<file path="config.mk">
export PLATFORM = sky130hd
export DESIGN_NAME = dram_refresh_sched
export DESIGN_NICKNAME = d
export VERILOG_FILES = /design/src/rtl/refsch_pkg.sv /design/src/rtl/refsch_timer.sv /design/src/rtl/refsch_credit.sv /design/src/rtl/refsch_seq.sv /design/src/rtl/dram_refresh_sched.sv
export SDC_FILE = /design/constraint.sdc
export NUM_CORES = 1
export LEC_CHECK = 0
export ABC_CLOCK_PERIOD_IN_PS = 7400
export CAP_MARGIN = 40
export CORE_ASPECT_RATIO = 0.8
export CORE_MARGIN = 2
export CORE_UTILIZATION = 50
export CTS_CLUSTER_SIZE = 16
export DETAILED_ROUTE_END_ITERATION = 6
export DONT_BUFFER_PORTS = 1
export GPL_ROUTABILITY_DRIVEN = 0
export PLACE_DENSITY = 0.76
export SLEW_MARGIN = 20
export SYNTH_ARGS = -nofsm -noshare
export SYNTH_HDL_FRONTEND = slang
export SYNTH_HIERARCHICAL = 1
export SYNTH_SLANG_ARGS = --single-unit
</file>
<file path="constraint.sdc">
create_clock -name clk -period 7.4 [get_ports clk]
set_input_delay 0.74 -clock clk [delete_from_list [all_inputs] [get_ports clk]]
set_output_delay 0.74 -clock clk [all_outputs]
set_load 0.1 [all_outputs]
</file>
<file path="src/rtl/refsch_pkg.sv">
package refsch_pkg;

  typedef enum logic [2:0] {
    SQ_IDLE,
    SQ_CSETUP,
    SQ_RLOW,
    SQ_PRECH,
    SQ_SR_CSETUP,
    SQ_SR_HOLD,
    SQ_SR_EXIT
  } seq_state_e;

  typedef enum logic [1:0] {
    PH_REGULAR,
    PH_GUARD_IN,
    PH_GUARD_OUT
  } seq_phase_e;

  function automatic int imax(input int a, input int b);
    return (a > b) ? a : b;
  endfunction

endpackage

</file>
<file path="src/rtl/refsch_timer.sv">
module refsch_timer #(
  parameter int INTERVAL_CYC = 1560
) (
  input  logic clk,
  input  logic rst_n,
  input  logic clr,
  output logic tick
);
  localparam int TW = (INTERVAL_CYC > 2) ? $clog2(INTERVAL_CYC) : 1;

  logic [TW-1:0] cnt_q, cnt_d;
  logic          wrap;

  assign wrap = (cnt_q == TW'(INTERVAL_CYC - 1));
  assign tick = wrap && !clr;

  always_comb begin
    if (clr || wrap) cnt_d = '0;
    else             cnt_d = cnt_q + 1'b1;
  end

  always_ff @(posedge clk or negedge rst_n) begin
    if (!rst_n) cnt_q <= '0;
    else        cnt_q <= cnt_d;
  end

  AST_TICK_SPACING: assert property (@(posedge clk) disable iff (!rst_n)
    tick |=> !tick);

endmodule

</file>
<file path="src/rtl/refsch_credit.sv">
module refsch_credit #(
  parameter int CRED_MAX = 8
) (
  input  logic                            clk,
  input  logic                            rst_n,
  input  logic                            tick,
  input  logic                            dec,
  input  logic                            clr,
  output logic [$clog2(CRED_MAX+1)-1:0]   cred
);
  localparam int CRW = $clog2(CRED_MAX + 1);

  logic [CRW-1:0] cred_q, cred_d;
  logic           full, up, dn;

  assign full = (cred_q == CRW'(CRED_MAX));
  assign up   = tick;
  assign dn   = dec && (cred_q != '0);
  assign cred = cred_q;

  always_comb begin
    cred_d = cred_q;
    if (clr)              cred_d = '0;
    else if (up && !dn)   cred_d = full ? cred_q : cred_q + 1'b1;
    else if (dn && !up)   cred_d = cred_q - 1'b1;
  end

  always_ff @(posedge clk or negedge rst_n) begin
    if (!rst_n) cred_q <= '0;
    else        cred_q <= cred_d;
  end

  AST_CRED_LIMIT: assert property (@(posedge clk) disable iff (!rst_n)
    cred_q <= CRW'(CRED_MAX));

  AST_CRED_STEP: assert property (@(posedge clk) disable iff (!rst_n)
    (cred_q == $past(cred_q)) || (cred_q == $past(cred_q) + 1'b1) ||
    (cred_q + 1'b1 == $past(cred_q)) || (cred_q == '0));

endmodule

</file>
<file path="src/rtl/refsch_seq.sv">
module refsch_seq
  import refsch_pkg::*;
#(
  parameter int CSR_CYC    = 1,
  parameter int CHR_CYC    = 2,
  parameter int RAS_CYC    = 5,
  parameter int RP_CYC     = 4,
  parameter int RPS_CYC    = 11,
  parameter int SR_MIN_CYC = 10000,
  parameter int NSURR      = 1
) (
  input  logic       clk,
  input  logic       rst_n,
  input  logic       start,
  input  logic       lp_go,
  input  logic       wake,
  output logic       idle,
  output logic       done,
  output logic       sr_flow,
  output logic       sr_act,
  output logic       ras_n,
  output logic [1:0] cas_n
);
  localparam int MAXC = imax(imax(imax(CSR_CYC, RAS_CYC), imax(RP_CYC, RPS_CYC)), SR_MIN_CYC);
  localparam int CW   = $clog2(MAXC + 1);
  localparam int RW   = $clog2(NSURR + 1);

  seq_state_e     st_q, st_d;
  seq_phase_e     ph_q, ph_d;
  logic [CW-1:0]  cnt_q, cnt_d;
  logic [RW-1:0]  rem_q, rem_d;
  logic           cas_low;

  always_comb begin
    st_d  = st_q;
    ph_d  = ph_q;
    rem_d = rem_q;
    cnt_d = cnt_q + 1'b1;
    done  = 1'b0;
    case (st_q)
      SQ_IDLE: begin
        cnt_d = '0;
        if (start) begin
          st_d  = SQ_CSETUP;
          ph_d  = lp_go ? PH_GUARD_IN : PH_REGULAR;
          rem_d = RW'(NSURR);
        end
      end
      SQ_CSETUP: if (cnt_q == CW'(CSR_CYC - 1)) begin
        st_d  = SQ_RLOW;
        cnt_d = '0;
      end
      SQ_RLOW: if (cnt_q == CW'(RAS_CYC - 1)) begin
        st_d  = SQ_PRECH;
        cnt_d = '0;
      end
      SQ_PRECH: if (cnt_q == CW'(RP_CYC - 1)) begin
        cnt_d = '0;
        done  = 1'b1;
        if (ph_q == PH_REGULAR) begin
          st_d = SQ_IDLE;
        end else if (rem_q > RW'(1)) begin
          rem_d = rem_q - 1'b1;
          st_d  = SQ_CSETUP;
        end else if (ph_q == PH_GUARD_IN) begin
          st_d = SQ_SR_CSETUP;
        end else begin
          st_d = SQ_IDLE;
          ph_d = PH_REGULAR;
        end
      end
      SQ_SR_CSETUP: if (cnt_q == CW'(CSR_CYC - 1)) begin
        st_d  = SQ_SR_HOLD;
        cnt_d = '0;
      end
      SQ_SR_HOLD: begin
        if (cnt_q == CW'(SR_MIN_CYC)) cnt_d = cnt_q;
        if (sr_act && wake) begin
          st_d  = SQ_SR_EXIT;
          cnt_d = '0;
        end
      end
      SQ_SR_EXIT: if (cnt_q == CW'(RPS_CYC - 1)) begin
        st_d  = SQ_CSETUP;
        cnt_d = '0;
        ph_d  = PH_GUARD_OUT;
        rem_d = RW'(NSURR);
      end
      default: st_d = SQ_IDLE;
    endcase
  end

  always_ff @(posedge clk or negedge rst_n) begin
    if (!rst_n) begin
      st_q  <= SQ_IDLE;
      ph_q  <= PH_REGULAR;
      cnt_q <= '0;
      rem_q <= '0;
    end else begin
      st_q  <= st_d;
      ph_q  <= ph_d;
      cnt_q <= cnt_d;
      rem_q <= rem_d;
    end
  end

  assign idle    = (st_q == SQ_IDLE);
  assign sr_flow = (ph_q != PH_REGULAR);
  assign sr_act  = (st_q == SQ_SR_HOLD) && (cnt_q == CW'(SR_MIN_CYC));
  assign cas_low = (st_q == SQ_CSETUP) || (st_q == SQ_SR_CSETUP) || (st_q == SQ_SR_HOLD) ||
                   ((st_q == SQ_RLOW) && (cnt_q < CW'(CHR_CYC)));
  assign ras_n   = !((st_q == SQ_RLOW) || (st_q == SQ_SR_HOLD));
  assign cas_n   = {2{!cas_low}};

  // Independent run-length of the row strobe, used only by the checks below
  logic [CW-1:0] lowrun_q;
  always_ff @(posedge clk or negedge rst_n) begin
    if (!rst_n)                             lowrun_q <= '0;
    else if (ras_n)                         lowrun_q <= '0;
    else if (lowrun_q != CW'(SR_MIN_CYC))   lowrun_q <= lowrun_q + 1'b1;
  end

  AST_CAS_BEFORE_RAS: assert property (@(posedge clk) disable iff (!rst_n)
    $fell(ras_n) |-> ($past(cas_n) == 2'b00));

  AST_SR_HOLD_MIN: assert property (@(posedge clk) disable iff (!rst_n)
    sr_act |-> (lowrun_q == CW'(SR_MIN_CYC)));

  AST_SR_EXIT_PRECHARGE: assert property (@(posedge clk) disable iff (!rst_n)
    $rose(ras_n) && $past(sr_act) |-> (cas_n == 2'b11));

endmodule

</file>
<file path="src/rtl/dram_refresh_sched.sv">
module dram_refresh_sched #(
  parameter int INTERVAL_CYC = 1560,
  parameter int CRED_MAX     = 8,
  parameter int CSR_CYC      = 1,
  parameter int CHR_CYC      = 2,
  parameter int RAS_CYC      = 5,
  parameter int RP_CYC       = 4,
  parameter int RPS_CYC      = 11,
  parameter int SR_MIN_CYC   = 10000,
  parameter bit BURST_MODE   = 1'b0,
  parameter int BURST_N      = 4096
) (
  input  logic                          clk,
  input  logic                          rst_n,
  input  logic                          ref_gnt,
  input  logic                          page_busy,
  input  logic                          lp_req,
  input  logic                          wake,
  output logic                          ref_req,
  output logic                          ref_urgent,
  output logic                          ref_sat,
  output logic                          bus_own,
  output logic                          ras_n,
  output logic [1:0]                    cas_n,
  output logic                          we_n,
  output logic                          sr_active,
  output logic [$clog2(CRED_MAX+1)-1:0] credits
);
  localparam int CRW   = $clog2(CRED_MAX + 1);
  localparam int NSURR = BURST_MODE ? BURST_N : 1;

  logic           tick, done, idle, sr_flow, start;
  logic           lp_pend_q, lp_pend_d;
  logic [CRW-1:0] cred;

  refsch_timer #(.INTERVAL_CYC(INTERVAL_CYC)) u_timer (
    .clk(clk), .rst_n(rst_n), .clr(sr_flow), .tick(tick)
  );

  refsch_credit #(.CRED_MAX(CRED_MAX)) u_credit (
    .clk(clk), .rst_n(rst_n), .tick(tick), .dec(done && !sr_flow),
    .clr(sr_flow), .cred(cred)
  );

  refsch_seq #(
    .CSR_CYC(CSR_CYC), .CHR_CYC(CHR_CYC), .RAS_CYC(RAS_CYC), .RP_CYC(RP_CYC),
    .RPS_CYC(RPS_CYC), .SR_MIN_CYC(SR_MIN_CYC), .NSURR(NSURR)
  ) u_seq (
    .clk(clk), .rst_n(rst_n), .start(start), .lp_go(lp_pend_q), .wake(wake),
    .idle(idle), .done(done), .sr_flow(sr_flow), .sr_act(sr_active),
    .ras_n(ras_n), .cas_n(cas_n)
  );

  assign ref_req    = idle && ((cred != '0) || lp_pend_q);
  assign start      = ref_req && ref_gnt && !page_busy;
  assign ref_urgent = ref_req && (cred >= CRW'(2));
  assign ref_sat    = ref_req && !ref_gnt && (cred == CRW'(CRED_MAX));
  assign bus_own    = !idle;
  assign we_n       = 1'b1;
  assign credits    = cred;

  always_comb begin
    lp_pend_d = lp_pend_q;
    if (start && lp_pend_q)     lp_pend_d = 1'b0;
    else if (lp_req && !sr_flow) lp_pend_d = 1'b1;
  end

  always_ff @(posedge clk or negedge rst_n) begin
    if (!rst_n) lp_pend_q <= 1'b0;
    else        lp_pend_q <= lp_pend_d;
  end

  AST_URGENT_NEEDS_REQ: assert property (@(posedge clk) disable iff (!rst_n)
    ref_urgent |-> ref_req);

  AST_PAGE_NOT_CUT: assert property (@(posedge clk) disable iff (!rst_n)
    (page_busy && !bus_own) |=> !bus_own);

  AST_SAT_ONLY_FULL: assert property (@(posedge clk) disable iff (!rst_n)
    ref_sat |-> (credits == CRW'(CRED_MAX)) && !ref_gnt);

endmodule

</file>
* After elaboration in Yosys (flattened, before gate mapping)
Index checks and enable logic that the tools add are counted.
Storage, ports and cells: output and inout bits 13, logic and storage cells 125, bits in registers 36, input port bits 6
Operators by class: equal/unequal tests 26, reductions and logical operators 43, muxes and demuxes 41, order comparisons 3, add/sub/neg operators 5
Operator list (number):
- two-way mux 14 bit | 6
- case mux 14 bit (6 select lines) | 1
- two-way mux 3 bit | 10
- case mux 3 bit (7 select lines) | 1
- logical AND 1 bit | 16
- two-way mux 4 bit | 4
- != test 2 x 1 -> 1 bit (second input constant) | 8
- adder 14 x 1 -> 14 bit (second input constant) | 1
- == test 14 bit (second input constant) | 1
- == test 14 x 2 -> 1 bit (second input constant) | 1
- == test 14 x 3 -> 1 bit (second input constant) | 1
- == test 14 x 4 -> 1 bit (second input constant) | 1
- logical NOT 14 bit | 1
- less-than comparator 14 x 2 -> 1 bit (second input constant) | 1
- AND reduction 7 bit | 2
- two-way mux 2 bit | 6
- adder 11 x 1 -> 11 bit (second input constant) | 1
- == test 11 bit (second input constant) | 1
- two-way mux 11 bit | 1
- two-way mux 1 bit | 10
- == test 3 bit (second input constant) | 3
- logical NOT 1 bit | 8
- == test 3 x 2 -> 1 bit (second input constant) | 2
- logical OR 1 bit | 6
- other kinds (20) | 25

* Longest topological paths before layout
Gate-level depths: netlist of run 1.
depth in word-level cells 9, depth in mapped cells 13, gate-level depth less buffers 13

* Hierarchy
Netlist of run 1, hierarchy kept.
Modules (own cells, without submodules):
- refsch_seq | seq. area each 475.5 um^2, area an instance 1273.7 um^2, cells each 142, instances 1
- refsch_timer | seq. area each 275.3 um^2, area an instance 561.8 um^2, cells each 53, instances 1
- refsch_credit | seq. area each 100.1 um^2, area an instance 326.6 um^2, cells each 35, instances 1
- dram_refresh_sched | seq. area each 25.0 um^2, area an instance 111.4 um^2, cells each 15, instances 1

* Worst setup path before layout of run 1
No wires, ideal clock.
kind flip-flop to output port, start register u_seq.st_q[2], end output ref_req, path buffers 1, path slack 3.713 ns, stages on the path, launching flop included 5, arrival 2.947 ns, data required time 6.660 ns, cell sequence dfrtp_1 -> clkbuf_1 -> nor3_1 -> inv_1 -> a21oi_1
Between the ends: cells in the longest elaborated chain, start to end 2
Ends and longest elaborated chain:
- start: declaration | line refsch_seq.sv:28 | seq_state_e st_q, st_d;
- start signal: assignment | line refsch_seq.sv:100 | st_q <= st_d;
- logical NOT 3 bit | line refsch_seq.sv:107 | assign idle = (st_q == SQ_IDLE);
- net idle | line dram_refresh_sched.sv:32 | logic tick, done, idle, sr_flow, start;
- logical AND 1 bit | line dram_refresh_sched.sv:54 | assign ref_req = idle && ((cred != '0) || lp_pend_q);
- end: declaration | line dram_refresh_sched.sv:19 | output logic ref_req,
The timed path passes the listed nets, and every way through them passes these cells.

* Worst setup path in the final report of run 1
start register u_seq.cnt_q[4], end register u_credit.cred_q[3] (netlist: u_credit/cred[3])
Between the ends: cells in the longest elaborated chain, start to end 9, elaborated cells between the ends (all ways) 13, those cells by class eq/ne: 2; mux: 4; reduce/logical: 7
Ends and longest elaborated chain:
- start: declaration | line refsch_seq.sv:30 | logic [CW-1:0] cnt_q, cnt_d;
- start signal: assignment | line refsch_seq.sv:102 | cnt_q <= cnt_d;
- == test 14 x 2 -> 1 bit * | line refsch_seq.sv:57 | SQ_PRECH: if (cnt_q == CW'(RP_CYC - 1)) begin
- two-way mux 1 bit * | line refsch_seq.sv:57
- two-way mux 1 bit * | line refsch_seq.sv:40 | case (st_q)
- net done | line dram_refresh_sched.sv:32
- logical AND 1 bit * | line dram_refresh_sched.sv:41 | .clk(clk), .rst_n(rst_n), .tick(tick), .dec(done && !sr_flow),
- logical AND 1 bit * | line refsch_credit.sv:18 | assign dn = dec && (cred_q != '0);
- logical NOT 1 bit | line refsch_credit.sv:24 | else if (up && !dn) cred_d = full ? cred_q : cred_q + 1'b1;
- logical AND 1 bit | line refsch_credit.sv:24
- != test 3 bit (no line) (tied with other cells)
- AND reduction 2 bit (no line) / two-way mux 4 bit (equally long branches)
- end signal: assignment | line refsch_credit.sv:30 | else cred_q <= cred_d;
- end: declaration | line refsch_credit.sv:13 | logic [CRW-1:0] cred_q, cred_d;
Mark *: on every way through the listed nets, which the timed path passes. The rest lies on a longest branch. A chain may end at the register's enable or synchronous reset.

==> out/qor.csv, run 1 <==
stage;metric;value;unit
worst_setup_path;reg2reg_from;u_seq/cnt_q[4]$_DFFE_PN0P_;
logic_synthesis;yosysWarnings;6;
die;ios;19;
worst_setup_path;crit_arrival;3690;ps
logic_synthesis;netlist_area;2270;µm²
detailed_routing;vias;1879;
logic_synthesis;ys_ff_latch;35;
logic_synthesis;syn_area_per_cell;9.28;µm²
worst_setup_path;crit_buf_inv;0;
die;initial_utilization;53.1;%
timing;slew_viol_final;0;
worst_setup_path;critPathLaunchType;flip-flop;
final_layout;diodes;0;
die;core;4280;µm²
final_layout;syn_to_final_growth;18.9;%
timing;grt_setup_unrepaired;no;
clock_network;cts.path.max_buffers;2;
power;ir_drop;0.000301;V
worst_setup_path;path_max_fanout;5;
detailed_routing;ant_nets;0;
worst_setup_path;worstPathRequired;7620;ps
detailed_routing;dr.pass1.iters;4;
clock_network;ctsResizeCount;0;
logic_synthesis;ys_types;64;
die;die-height;64.3;µm
timing;slew_headroom;51.7;%
die;num_rows;21;
timing;tightest_slew;722;ps
final_layout;design_area;2700;µm²
final_layout;final-instance-count-excl-fill;316;
timing;hold_viol_final;0;
global_route;grt-ovfl-total;0;
final_layout;layout.nets;271;
clock_network;htreeDepth;2;
placed_design;port_buffers;0;
timing;setup_viol;0;
global_route;antenna_found_initial;0;
final_layout;seq_area;876;µm²
placed_design;place_area;2570;µm²
global_route;grt_use_total;22.4;%
timing;hold_slack;130;ps
global_route;grt_pass1_vias;1805;
worst_setup_path;crit_top_cell;nand2_1;
power;p_leak;1.09;nW
die;die_w;79.4;µm
timing;fin_worst_skew;10.3;ps
detailed_routing;wire_per_inst;16.3;µm
logic_synthesis;synthCells;245;
final_layout;multi_input_area;1320;µm²
clock_network;clkTransAtPathRegs;80;ps
logic_synthesis;synthArstFlopShare;100;%
clock_network;cts_buffers;5;
logic_synthesis;synth_edf_count;0;
timing;setup_tns;0;ps
worst_setup_path;setup.worst_path.start;u_seq/cnt_q[4]$_DFFE_PN0P_;
logic_synthesis;synthesis.nets;258;
worst_setup_path;cp_top_family;simple AND/OR/NAND/NOR gates;
worst_setup_path;cp_slowest_stage_delay;540;ps
clock_network;clock_latency;300;ps
placed_design;hpwlAfterDp;3630;µm
placed_design;placed_cells;308;
logic_synthesis;ys.flop_type;dfrtp_1;
outcome;status;finished, final reports clean;
worst_setup_path;worstPathCellList;or3_4 -> or4_4 -> nor2_1 -> nand2_1 -> nor3_1 -> nor2b_1 -> o41ai_1 -> nand2_1 -> ha_1 -> a211oi_1 -> or4b_4 -> o22a_1 -> a31oi_1;
hold_path;min-delay-path-class;input pin to async pin;
worst_setup_path;critical_path_class;flip-flop to flip-flop;
logic_synthesis;yosysSeqAreaShare;38.5;%
detailed_routing;routed_wl;5160;µm
detailed_routing;drc_errors;0;
final_layout;nFillCells;349;
die;dieArea;5110;µm²
timing;fin_crit_sh;46.9;%
clock_network;clkSinkCount;35;
detailed_routing;viasPerCell;5.95;
worst_setup_path;cp_slowest_cell;or4b_4;
global_route;grt_pass1_wl;8690;µm
detailed_routing;drt-initial-drc-count;159;
timing;min_period;3470;ps
clock_network;cts_tree;built;
clock_network;postCtsSetupBuffers;0;
flow_run;maxCapViolCount;0;
worst_setup_path;end_kind;flip-flop;
timing;maxClockFrequency;288;MHz
final_layout;drive_above_1_share;20.1;%
global_route;grt_max_degree;36;
clock_network;cts_hold_buf;0;
clock_network;cts_root_buffer;clkbuf_8;
power;p_per_area;340;nW/µm²
## layout make-up
type                    count  share of cell area [%]
flip-flops and latches     35                    32.4
clock inverters             2                    2.22
multi-input cells         190                    48.7
clock buffers               6                    2.68
well taps                  57                    2.64
inverters                  11                    1.53
repair buffers             15                    9.86
## final timing paths
check | slack [ps] | to | cells past startpoint
worst max-delay path | 3930 | u_credit/cred[3]$_DFFE_PN0P_ | 13
worst min-delay path | 130 | u_timer/cnt_q[6]$_DFF_PN0_ | 0
worst max register to register | 3930 | u_credit/cred[3]$_DFFE_PN0P_ | 13
worst min register to register | 480 | u_timer/cnt_q[0]$_DFF_PN0_ | 1
max in group asynchronous | 7180 | lp_pend_q$_DFFE_PN0P_ | 0
min in group clk | 480 | u_timer/cnt_q[0]$_DFF_PN0_ | 1
## routing by layer
layer	routed length [µm]	part of all wire (%)	vias up	track usage [%]
li1	-	-	892	-
met1	2320	45	915	29.2
met2	2460	48	59	36.1
met3	251	4.9	13	4.66
met4	129	2.5	0	9.48
met5	0	0	-	0
## cell usage in the layout, fill, tap and decap left out, types with 3 or more instances in the layout
master and instances:
a21oi_1 9, a31oi_1 3, and3_1 3, buf_16 6, buf_6 3, buf_8 4
clkbuf_8 5, dfrtp_1 35, ha_1 6, inv_1 11, mux2_2 3, nand2_1 14
nand3_1 10, nand4_1 5, nor2_1 36, nor3_1 9, o21ai_0 6, o31ai_1 3
or2_2 3, or3_4 3, or4_1 3, xnor2_1 12, xor2_1 7
## power breakdown
| group | internal, mW | switching (mW) |
|---|---|---|
| registers | 0.219 | 0.0547 |
| clock network | 0.135 | 0.0718 |
| logic | 0.155 | 0.284 |
| total | 0.508 | 0.410 |
## cells in the mapped netlist, types with 3 or more instances
library cell	instances	area share, %
and3_1	3	0.83
dfrtp_1	35	39
ha_1	6	3.3
a21oi_1	11	2.4
nand3_1	10	2.2
o31ai_1	3	0.99
nand4_1	5	1.4
xnor2_1	12	4.6
clkbuf_1	4	0.66
or2_2	3	0.83
mux2_2	3	1.5
or3_4	3	1.5
o21ai_0	6	1.3
nor3_1	9	2.0
nor2_1	38	6.3
nand2_1	14	2.3
a31oi_1	3	0.83
xor2_1	7	2.7
inv_1	11	1.8
or4_1	3	0.99
## through the flow
step | setup WS, ps | power [mW] | util [%]
final | 3930 | 0.918 | 63.1
after global routing | 3730 | 0.968 | 63.1
after CTS | 3980 | 0.922 | 63.1
after detailed placement | 3980 | 0.712 | 60.0
after global placement | 4080 | 0.642 | 53.8
after floorplan | 3710 | 0.613 | -
## sequential cells by signal, summed over array words and instances (netlist names)
| name | cells |
|---|---|
| u_seq/cnt_q | 14 |
| lp_pend_q | 1 |
| u_seq/st_q | 3 |
| u_credit/cred | 4 |
| u_seq/ph_q | 2 |
| u_timer/cnt_q | 11 |
## cell families after synthesis
family | count (synthesis) | synth area share [%]
fa+ha+maj | 7 | 4.18
simple gates | 117 | 29.9
other cells | 1 | 0.165
flops | 35 | 38.5
mux | 4 | 1.93
compound gates | 42 | 13.6
xor+xnor | 19 | 7.32
buf+inv | 20 | 4.35
## worst reg2reg max path, stage by stage, from the launching register on
cell and delay [ps]:
dfrtp_1 430, or3_4 420, or4_4 420, nor2_1 120
nand2_1 70, nor3_1 120, nor2b_1 350, o41ai_1 160
nand2_1 160, ha_1 200, a211oi_1 70, or4b_4 540
o22a_1 220, a31oi_1 130
Note: power is estimated with default switching activity, not from simulation.
==> inputs of run 2 (changes only) <==
--- a/config.mk
+++ b/config.mk
@@ -5,7 +5,7 @@
 export SDC_FILE = /design/constraint.sdc
 export NUM_CORES = 1
 export LEC_CHECK = 0
-export ABC_CLOCK_PERIOD_IN_PS = 7400
+export ABC_CLOCK_PERIOD_IN_PS = 3000
 export CAP_MARGIN = 40
 export CORE_ASPECT_RATIO = 0.8
 export CORE_MARGIN = 2
@@ -14,7 +14,7 @@
 export DETAILED_ROUTE_END_ITERATION = 6
 export DONT_BUFFER_PORTS = 1
 export GPL_ROUTABILITY_DRIVEN = 0
-export PLACE_DENSITY = 0.76
+export PLACE_DENSITY = 0.79
 export SLEW_MARGIN = 20
 export SYNTH_ARGS = -nofsm -noshare
 export SYNTH_HDL_FRONTEND = slang
==> constraint.sdc (replaced) <==
create_clock -name clk -period 3 [get_ports clk]
set_input_delay 0.3 -clock clk [delete_from_list [all_inputs] [get_ports clk]]
set_output_delay 0.3 -clock clk [all_outputs]
set_load 0.1 [all_outputs]
==> out/qor.csv, run 2 (synthesis results as in run 1) <==
stage;metric;value;unit;change
detailed_routing;wl_met2;2120;µm;-14%
final_layout;diodes;0;;unchanged
power;clkPwrFrac;15.5;%;-7.0 points
worst_setup_path;worstPathCellList;or3_4 -> or4_4 -> nor2_4 -> nand2_1 -> nor3_2 -> nor2b_4 -> o41ai_1 -> nand2_1 -> ha_2 -> nor2_1 -> or4b_4 -> o22a_1 -> a31oi_1;;
detailed_routing;topRoutingLayerUsed;met4;;
timing;fin_crit_sh;102;%;+55 points
power;internal-power;1.08;mW;+110%
final_layout;largest_reg_flops;14;;unchanged
timing;fin_worst_skew;6.41;ps;-3.93 ps
final_layout;layout.nets;283;;+4.4%
detailed_routing;m1WireLength;2160;µm;-6.6%
timing;min_period;3060;ps;-413 ps
power;netSwitchingPower;1.01;mW;+150%
placed_design;hpwlAfterDp;3440;µm;-5.3%
final_layout;nFillCells;363;;+4.0%
power;p_leak;1.11;nW;+1.5%
die;num_rows;21;;unchanged
outcome;status;complete, but fails checks;;
final_layout;top_register;u_seq/cnt_q;;
timing;maxClockFrequency;327;MHz;+14%
timing;setup_slack;-59.6;ps;-3990 ps
power;switching_share;48.4;%;+3.8 points
die;dieArea;5110;µm²;unchanged
final_layout;syn_to_final_growth;16.5;%;
power;seqPwrFrac;29.6;%;-0.2 points
worst_setup_path;path_max_fanout;3;;-2
die;core;4280;µm²;unchanged
timing;tightest_slew;724;ps;+1.69 ps
die;die_w;79.4;µm;unchanged
detailed_routing;viasPerCell;5.77;;-2.9%
clock_network;cts_root_buffer;clkbuf_8;;
global_route;grt_max_degree;36;;unchanged
detailed_routing;routed_wl;4610;µm;-11%
worst_setup_path;critical_path_class;flip-flop to flip-flop;;
clock_network;cts.path.max_buffers;2;;unchanged
power;ir_drop;0.000691;V;+130%
final_layout;final_cell_mix;nor2_1, dfrtp_1, buf_4;;
timing;hold_viol_final;0;;unchanged
worst_setup_path;critPathLaunchType;flip-flop;;
timing;setup_tns;-59.6;ps;-59.6 ps
power;p_per_area;788;nW/µm²;+130%
detailed_routing;dr.pass1.iters;4;;unchanged
final_layout;drive_above_1_share;25.8;%;+5.8 points
global_route;antenna_found_initial;0;;unchanged
timing;slew_viol_final;0;;unchanged
power;pwr-share-comb;54.9;%;+7.2 points
worst_setup_path;crit_top_cell;nand2_1;;
timing;slew_headroom;51.6;%;-0.11 points
worst_setup_path;cp_slowest_stage_delay;510;ps;-30 ps
die;initial_utilization;53.1;%;unchanged
final_layout;design_area;2650;µm²;-2.0%
worst_setup_path;crit_buf_inv;0;;unchanged
clock_network;cts_tree;built;;
clock_network;clock_latency;290;ps;about the same
detailed_routing;wire_per_inst;14.1;µm;-14%
clock_network;cts_buffers;5;;unchanged
clock_network;clkSinkCount;35;;unchanged
placed_design;place_area;2510;µm²;-2.2%
die;die-height;64.3;µm;unchanged
detailed_routing;drt-initial-drc-count;155;;-2.5%
worst_setup_path;cp_slowest_cell;or4b_4;;
outcome;violations;negative setup slack;;
detailed_routing;ant_nets;0;;unchanged
placed_design;port_buffers;0;;unchanged
detailed_routing;met3_length;253;µm;+0.80%
hold_path;min-delay-path-class;input pin to flip-flop;;
worst_setup_path;cp_top_family;simple AND/OR/NAND/NOR gates;;
global_route;grt_use_total;20.1;%;-2.3 points
clock_network;htreeDepth;2;;unchanged
global_route;grt_pass1_wl;8050;µm;-7.4%
timing;hold_slack;250;ps;+120 ps
timing;grt_setup_unrepaired;yes;;
power;power;2.09;mW;+130%
timing;setup_viol;1;;+1
die;ios;19;;unchanged
global_route;grt-ovfl-total;0;;unchanged
global_route;grt_pass1_vias;1759;;-2.5%
worst_setup_path;crit_arrival;3270;ps;-420 ps
worst_setup_path;end_kind;flip-flop;;
flow_run;maxCapViolCount;0;;unchanged
worst_setup_path;worstPathRequired;3210;ps;-4410 ps
detailed_routing;vias;1894;;+0.80%
clock_network;clkTransAtPathRegs;70;ps;about the same
detailed_routing;drc_errors;0;;unchanged
## run 2: cell count changes in the layout (fill, tap and decap cells not counted), sizes merged
cell	delta
buf	+11
clkinv	+3
bufinv	-2
clkbuf	-1
dlygate4sd3	+1
## run 2: worst paths after layout
path / from / to / slack (ps) / cells past startpoint
max reg2reg: u_seq/cnt_q[4]$_DFFE_PN0P_ / u_credit/cred[3]$_DFFE_PN0P_ / -60 / 13
min: ref_gnt / lp_pend_q$_DFFE_PN0P_ / 250 / 2
min reg2reg: u_timer/cnt_q[0]$_DFF_PN0_ / u_timer/cnt_q[0]$_DFF_PN0_ / 480 / 1
min in group asynchronous: rst_n / u_timer/cnt_q[9]$_DFF_PN0_ / 450 / 2
max: u_seq/cnt_q[4]$_DFFE_PN0P_ / u_credit/cred[3]$_DFFE_PN0P_ / -60 / 13
max in group asynchronous: rst_n / u_seq/cnt_q[6]$_DFFE_PN0P_ / 2360 / 2
## run 2: final cells by class
cell class	instances	area, µm²	area share, %
inverter	11	41.3	1.56
sequential	35	876	33.1
clock inverter	3	15.0	0.567
timing repair buffer	27	238	8.97
multi-input combinational	190	1340	50.5
tap	57	71.3	2.69
clock buffer	5	68.8	2.60
## run 2: repair_timing
item	CTS	global route
hold buffers	2	0
setup endpoints to repair	1	1
pin swaps	1	0
endpoints found under the hold margin	35	0
gates resized for setup	3	0
setup buffers	1	0
## run 2: layer usage
layer / global-route usage (%) / up-vias
li1: - / 922
met1: 27.9 / 910
met2: 30.7 / 54
met3: 4.66 / 8
met4: 6.90 / 0
met5: 0 / -
## run 2: through the flow
stage | setup slack, ps | util, % | instances
finish | -59.6 | 61.8 | 328
detailed placement | -37.0 | 58.7 | 317
floorplan | -30.1 | - | 245
global placement | 71.2 | 58.1 | 316
global route | -202 | 61.8 | 328
CTS | -31.8 | 61.8 | 328
## run 2: power groups by stage
stage               Combinational [mW]  Clock, mW  Sequential, mW
floorplan                        0.916          0           0.607
global placement                  1.04          0           0.623
detailed placement                1.13          0           0.626
CTS                               1.15      0.331           0.618
global route                      1.23      0.357           0.630
finish                            1.15      0.323           0.619
